File: src/rtl/dlr_pkg.sv
package dlr_pkg;
  typedef enum logic [2:0] {
    ST_IDLE,
    ST_REQ,
    ST_READ,
    ST_WRITE,
    ST_REL
  } st_e;

  typedef enum logic [1:0] {
    SEL_SRC  = 2'd0,
    SEL_DST  = 2'd1,
    SEL_CNT  = 2'd2,
    SEL_CTRL = 2'd3
  } sel_e;

  localparam int CTRL_EN    = 0;
  localparam int CTRL_LVL   = 1;
  localparam int CTRL_SSTEP = 2;
  localparam int CTRL_DSTEP = 3;
endpackage

File: src/rtl/dlr_regs.sv
module dlr_regs
  import dlr_pkg::*;
#(
  parameter int DW = 16
) (
  input  logic          clk_i,
  input  logic          rst_ni,
  input  logic          we_i,
  input  logic [1:0]    sel_i,
  input  logic [DW-1:0] wdata_i,
  input  logic          src_adv_i,
  input  logic          dst_adv_i,
  input  logic          cnt_dec_i,
  output logic [DW-1:0] src_o,
  output logic [DW-1:0] dst_o,
  output logic          accept_o,
  output logic          done_o
);
  localparam logic [DW-1:0] ONE = {{(DW-1){1'b0}}, 1'b1};

  logic [DW-1:0] src_q, dst_q, cnt_q;
  logic          en_q, lvl_q, sstep_q, dstep_q, done_q;

  always_ff @(posedge clk_i or negedge rst_ni) begin
    if (!rst_ni) begin
      src_q   <= '0;
      dst_q   <= '0;
      cnt_q   <= '0;
      en_q    <= 1'b0;
      lvl_q   <= 1'b0;
      sstep_q <= 1'b0;
      dstep_q <= 1'b0;
      done_q  <= 1'b0;
    end else begin
      if (src_adv_i) src_q <= src_q + {{(DW-1){1'b0}}, sstep_q};
      if (dst_adv_i) dst_q <= dst_q + {{(DW-1){1'b0}}, dstep_q};
      if (cnt_dec_i) begin
        cnt_q <= cnt_q - ONE;
        if (cnt_q == ONE) begin
          en_q   <= 1'b0;
          done_q <= 1'b1;
        end
      end
      // software write wins over hardware update
      if (we_i) begin
        unique case (sel_e'(sel_i))
          SEL_SRC: src_q <= wdata_i;
          SEL_DST: dst_q <= wdata_i;
          SEL_CNT: cnt_q <= wdata_i;
          SEL_CTRL: begin
            en_q    <= wdata_i[CTRL_EN];
            lvl_q   <= wdata_i[CTRL_LVL];
            sstep_q <= wdata_i[CTRL_SSTEP];
            dstep_q <= wdata_i[CTRL_DSTEP];
            done_q  <= 1'b0;
          end
          default: ;
        endcase
      end
    end
  end

  assign src_o    = src_q;
  assign dst_o    = dst_q;
  assign accept_o = en_q && lvl_q && (cnt_q != '0);
  assign done_o   = done_q;

  a_r9_count_dec: assert property (@(posedge clk_i) disable iff (!rst_ni)
    (cnt_dec_i && !we_i) |=> (cnt_q == $past(cnt_q) - ONE));
  a_r9_done_disables: assert property (@(posedge clk_i) disable iff (!rst_ni)
    done_q |-> !en_q);
endmodule

File: src/rtl/dlr_req_latch.sv
module dlr_req_latch (
  input  logic clk_i,
  input  logic rst_ni,
  input  logic accept_i,
  input  logic req_ni,
  input  logic start_i,
  input  logic blk_i,
  output logic hold_o
);
  logic hold_q;

  always_ff @(posedge clk_i or negedge rst_ni) begin
    if (!rst_ni)                         hold_q <= 1'b0;
    else if (start_i || !accept_i)       hold_q <= 1'b0;
    else if (!blk_i && !req_ni)          hold_q <= 1'b1;
  end

  assign hold_o = hold_q;

  a_r5_clear_on_start: assert property (@(posedge clk_i) disable iff (!rst_ni)
    start_i |=> !hold_q);
  a_r7_blackout: assert property (@(posedge clk_i) disable iff (!rst_ni)
    blk_i |=> !hold_q);
  a_r4_held: assert property (@(posedge clk_i) disable iff (!rst_ni)
    (hold_q && !start_i && accept_i) |=> hold_q);
endmodule

File: src/rtl/dlr_fsm.sv
module dlr_fsm
  import dlr_pkg::*;
(
  input  logic clk_i,
  input  logic rst_ni,
  input  logic hold_i,
  input  logic gnt_i,
  output logic bus_req_o,
  output logic rd_o,
  output logic wr_o,
  output logic start_o,
  output logic blk_o,
  output logic src_adv_o,
  output logic dst_adv_o,
  output logic cnt_dec_o
);
  st_e st_q, st_d;

  always_comb begin
    st_d = st_q;
    unique case (st_q)
      ST_IDLE:  if (hold_i) st_d = ST_REQ;
      ST_REQ:   if (!hold_i) st_d = ST_IDLE;
                else if (gnt_i) st_d = ST_READ;
      ST_READ:  st_d = ST_WRITE;
      ST_WRITE: st_d = ST_REL;
      ST_REL:   st_d = ST_IDLE;
      default:  st_d = ST_IDLE;
    endcase
  end

  always_ff @(posedge clk_i or negedge rst_ni) begin
    if (!rst_ni) st_q <= ST_IDLE;
    else         st_q <= st_d;
  end

  assign bus_req_o = (st_q == ST_REQ) || (st_q == ST_READ) || (st_q == ST_WRITE);
  assign rd_o      = (st_q == ST_READ);
  assign wr_o      = (st_q == ST_WRITE);
  assign start_o   = (st_q == ST_REQ) && hold_i && gnt_i;
  assign blk_o     = rd_o || wr_o;
  assign src_adv_o = rd_o;
  assign dst_adv_o = wr_o;
  assign cnt_dec_o = wr_o;

  a_r6_read_then_write: assert property (@(posedge clk_i) disable iff (!rst_ni)
    rd_o |=> wr_o);
  a_r6_write_then_release: assert property (@(posedge clk_i) disable iff (!rst_ni)
    wr_o |=> !bus_req_o);
  a_r10_release_gap: assert property (@(posedge clk_i) disable iff (!rst_ni)
    $fell(bus_req_o) |=> !bus_req_o);
  a_r5_grant_first: assert property (@(posedge clk_i) disable iff (!rst_ni)
    $rose(rd_o) |-> $past(gnt_i) && $past(bus_req_o));
endmodule

File: src/rtl/dma_lvl_seq.sv
module dma_lvl_seq #(
  parameter int DW = 16
) (
  input  logic          clk_i,
  input  logic          rst_ni,
  input  logic          reg_we_i,
  input  logic [1:0]    reg_sel_i,
  input  logic [DW-1:0] reg_wdata_i,
  input  logic          xfer_req_ni,
  output logic          bus_req_o,
  input  logic          bus_grant_i,
  output logic [DW-1:0] addr_o,
  output logic          rd_o,
  output logic          wr_o,
  output logic          done_o
);
  logic [DW-1:0] src, dst;
  logic accept, hold, start, blk, src_adv, dst_adv, cnt_dec;

  dlr_regs #(.DW(DW)) u_regs (
    .clk_i     (clk_i),
    .rst_ni    (rst_ni),
    .we_i      (reg_we_i),
    .sel_i     (reg_sel_i),
    .wdata_i   (reg_wdata_i),
    .src_adv_i (src_adv),
    .dst_adv_i (dst_adv),
    .cnt_dec_i (cnt_dec),
    .src_o     (src),
    .dst_o     (dst),
    .accept_o  (accept),
    .done_o    (done_o)
  );

  dlr_req_latch u_latch (
    .clk_i    (clk_i),
    .rst_ni   (rst_ni),
    .accept_i (accept),
    .req_ni   (xfer_req_ni),
    .start_i  (start),
    .blk_i    (blk),
    .hold_o   (hold)
  );

  dlr_fsm u_fsm (
    .clk_i     (clk_i),
    .rst_ni    (rst_ni),
    .hold_i    (hold),
    .gnt_i     (bus_grant_i),
    .bus_req_o (bus_req_o),
    .rd_o      (rd_o),
    .wr_o      (wr_o),
    .start_o   (start),
    .blk_o     (blk),
    .src_adv_o (src_adv),
    .dst_adv_o (dst_adv),
    .cnt_dec_o (cnt_dec)
  );

  assign addr_o = rd_o ? src : (wr_o ? dst : '0);

  a_r11_no_bus_when_closed: assert property (@(posedge clk_i) disable iff (!rst_ni)
    (!accept && !bus_req_o) |=> !bus_req_o);
  a_r9_done_quiet: assert property (@(posedge clk_i) disable iff (!rst_ni)
    (done_o && !bus_req_o) |=> !rd_o);
endmodule

File: config.mk
export PLATFORM = sky130hd
export DESIGN_NAME = dma_lvl_seq
export DESIGN_NICKNAME = d
export VERILOG_FILES = /design/src/rtl/dlr_pkg.sv /design/src/rtl/dlr_regs.sv /design/src/rtl/dlr_req_latch.sv /design/src/rtl/dlr_fsm.sv /design/src/rtl/dma_lvl_seq.sv
export SDC_FILE = /design/constraint.sdc
export NUM_CORES = 1
export LEC_CHECK = 0
export ABC_AREA = 1
export BUFFER_PORTS_ARGS = -buffer_cell sky130_fd_sc_hd__buf_2
export CORE_ASPECT_RATIO = 0.7
export CORE_MARGIN = 2
export CORE_UTILIZATION = 50
export DETAILED_ROUTE_END_ITERATION = 10
export GPL_ROUTABILITY_DRIVEN = 1
export GPL_TIMING_DRIVEN = 0
export PLACE_DENSITY = 0.81
export SYNTH_ARGS = -nofsm -noshare
export SYNTH_HDL_FRONTEND = slang
export SYNTH_SLANG_ARGS = --single-unit
File: constraint.sdc
create_clock -name clk_i -period 2.9 [get_ports clk_i]
set_input_delay 0.29 -clock clk_i [delete_from_list [all_inputs] [get_ports clk_i]]
set_output_delay 0.29 -clock clk_i [all_outputs]
set_load 0.05 [all_outputs]
==> results.md <==
- GRT overflow: 0
- Post-Place Worst Slack: 1030 ps
- CTS resizes: 0
- Synth warnings: 0
- Register area share after synthesis: 39.6%
- Clock Latency Late Sink: 350 ps
- Iter 0 DRT Violations: 325
- Wire per inst: 15.4 um
- Leakage: 2.11 nW
- Global placer's final weighted congestion: 0.970
- Worst reg2reg path depth: 7
- Vias/cell: 5.51
- Synthesized Nets: 524
- Sum Neg Setup Slack: 0 ps
- Setup Buffers After CTS: 0
- CTS Buffer Depth: 2
- Cts hold-fix bufs: 0
- CP Cell Sequence: buf_6 > inv_2 > nand3_4 > clkbuf_1 > o22ai_1 > buf_2
- Post-synthesis cell area: 3600 sq um
- Synthesized area per cell: 7.28 sq um
- CTS tree: done
- CTS clk-pin slew, worst paths: 60 ps
- Max-cap violations: 0
- CP endpoint kind: output port
- Drt total wl: 9940 um
- Initial antenna violation count: 0
- Final Hold Vio Count: 8
- Flop-to-flop setup slack: 1100 ps
- Root Buffer: clkbuf_8
- Met3 Use GR: 7.36%
- Post-Syn Instances: 495
- Library cells used by synthesis: 35
- GRT met1 Usage: 38.1%
- Post-DP Area: 3930 sq um
- Setup violators final: 0
- RSZ-0062 raised after global routing: false
- I/O Pins: 43
- Via count: 3559
- PwrDens: 545 nW/um^2
- # H-tree levels: 3
- Count of input and output buffers: 42
- Drt pass-1 iters: 5
- Skew final: 5.84 ps
- Row cnt: 25
- CTS Sinks: 57
- Worst hold slack: -7.16 ps
- Max-slew violations: 0
- F_max: 0.435 GHz
- Global-route wire length before repair: 16500 um
- Crit path time final: 2300 ps
- TritonCTS Buffers: 9
- Status: finished with violations
- Yosys top cell by area: dfrtp_1
- CP Launch Type: register
- Worst path slowest cell: dfrtp_1
- Layout cells sized above 1: 15.6%
- HP Class: input port to asynchronous set/reset pin
- Final #Nets: 577
- Busiest grt layer: met2
- Met2 GRT Util: 42.3%
- Final HPWL DP: 7440 um
- CP arrival: 2010 ps
- Starting Density: 52.6%
- Largest net degree at the start of global routing: 58
- Max incr delay on CP: 380 ps
- Die H: 75.0 um
- Total Power: 2.26 mW
- Max-Slew Margin vs Limit: 49.9%
- Total GRT Usage: 27.3%
- Core ar.: 6850 sq um
- Fin area: 4150 sq um
- Vias in the first global route: 3370
- Worst path required time: 2610 ps
- Antenna Nets Post-Route: 0
- CP Class: register to output port
- Fin crit share: 79.4%
- Area Overhead vs Synth: 15.1%
- Failing checks: hold timing
- Synth area leaders: dfrtp_1 40%, nand2_1 13%, inv_1 7.1%
- Measured slew at the worst slew-check pin: 751 ps
- Seq cells post-synth: 57
- Crit-path leading delay family: buffers and inverters
- Diode count: 0
- Worst r2r dst: u_regs.src_o[10]
- Die W: 105 um
- Setup ws final: 599 ps
- Full die area: 7920 sq um
- Buf/Inv on CP: 4
- DRC viols: 0
- VDD IR max: 0.000317 V
- Crit path max fanout: 10
- Area share of the largest cell type after synthesis: 39.6%
- Reg-to-Reg Start: u_regs.src_o[0]
==> cells in the final DEF (no fill, tap or decap), types with 3 or more instances in the layout <==
master / synthesis / final
clkbuf_1: 5 / 5
inv_1: 68 / 68
o21ai_0: 39 / 39
xnor2_1: 3 / 3
nor2_1: 48 / 48
nand2_1: 125 / 125
nor2_4: 8 / 8
nor3_1: 7 / 7
a21oi_1: 15 / 15
ha_1: 6 / 6
nand3_1: 39 / 39
dfrtp_1: 57 / 57
nand2_2: 3 / 3
clkbuf_8: 0 / 13
nand4_1: 11 / 11
nand3_4: 3 / 3
xor2_1: 13 / 13
o22ai_1: 15 / 15
clkinv_1: 3 / 3
buf_2: 5 / 46
==> report_power, final <==
group / internal [mW] / switching (mW)
clock: 0.484 / 0.321
combinational: 0.147 / 0.280
sequential: 0.915 / 0.111
total: 1.55 / 0.713
==> metal layers <==
metal  wire length, um  share of wire (%)  vias to the layer above
met5                 0                  0                        -
met1              4640                 47                     1697
met3               740                7.4                       22
met4               149                1.5                        0
met2              4410                 44                      137
li1                  -                  -                     1703
==> layout make-up <==
| cell class | instances | area, sq um |
|---|---|---|
| fill | 635 | 2700 |
| clock inverter | 2 | 35.0 |
| buffer | 12 | 66.3 |
| clock buffer | 13 | 179 |
| inverter | 73 | 274 |
| timing repair buffer | 42 | 213 |
| multi-input combinational | 353 | 1840 |
| tap | 94 | 118 |
| sequential | 57 | 1430 |
==> cell usage after synthesis, drive strengths merged <==
| master | count |
|---|---|
| a21oi | 16 |
| a311oi | 1 |
| a31oi | 2 |
| a32o | 1 |
| buf | 7 |
| clkbuf | 5 |
| clkinv | 3 |
| dfrtp | 57 |
| ha | 6 |
| inv | 70 |
| mux2 | 1 |
| nand2 | 128 |
| nand3 | 42 |
| nand3b | 2 |
| nand4 | 11 |
| nor2 | 58 |
| nor3 | 8 |
| o211ai | 1 |
| o21a | 1 |
| o21ai | 41 |
| o22ai | 15 |
| o31ai | 2 |
| or2 | 1 |
| xnor2 | 3 |
| xor2 | 13 |
==> stage by stage <==
stage / hold WS [ps] / util [%] / cells
floorplan: -5.59 / - / 495
global placement: 473 / 57.4 / 631
detailed placement: 479 / 57.4 / 631
CTS: 168 / 60.5 / 646
global route: 51.4 / 60.6 / 646
finish: -7.16 / 60.6 / 646
==> cells by family after synthesis <==
kind of cell,after synthesis,share of synthesized area (%)
AND/OR/NAND/NOR,250,32.4
AO/OA/AOI/OAI,80,12.3
multiplexers,1,0.312
buffers and inverters,85,9.44
flip-flops,57,39.6
XOR/XNOR,16,3.89
adder cells (fa/ha/maj),6,2.08
==> worst max path at each step <==
stage | from | end | cells after the start
after global placement | u_fsm.st_q[0] | addr_o[11] | 6
final | u_fsm.st_q[2] | addr_o[11] | 6
after CTS | u_fsm.st_q[0] | addr_o[2] | 6
after floorplan | u_fsm.st_q[2] | addr_o[8] | 5
after global routing | u_fsm.st_q[2] | addr_o[2] | 6
after detailed placement | u_fsm.st_q[0] | addr_o[11] | 6
==> flip-flops by register name, summed over array words and instances, names as in the netlist, 3 cells and up <==
register / cells
u_fsm.st_q: 3
u_regs.cnt_q: 16
u_regs.dst_o: 16
u_regs.src_o: 16
No activity file was read; power rests on OpenSTA's default activity.
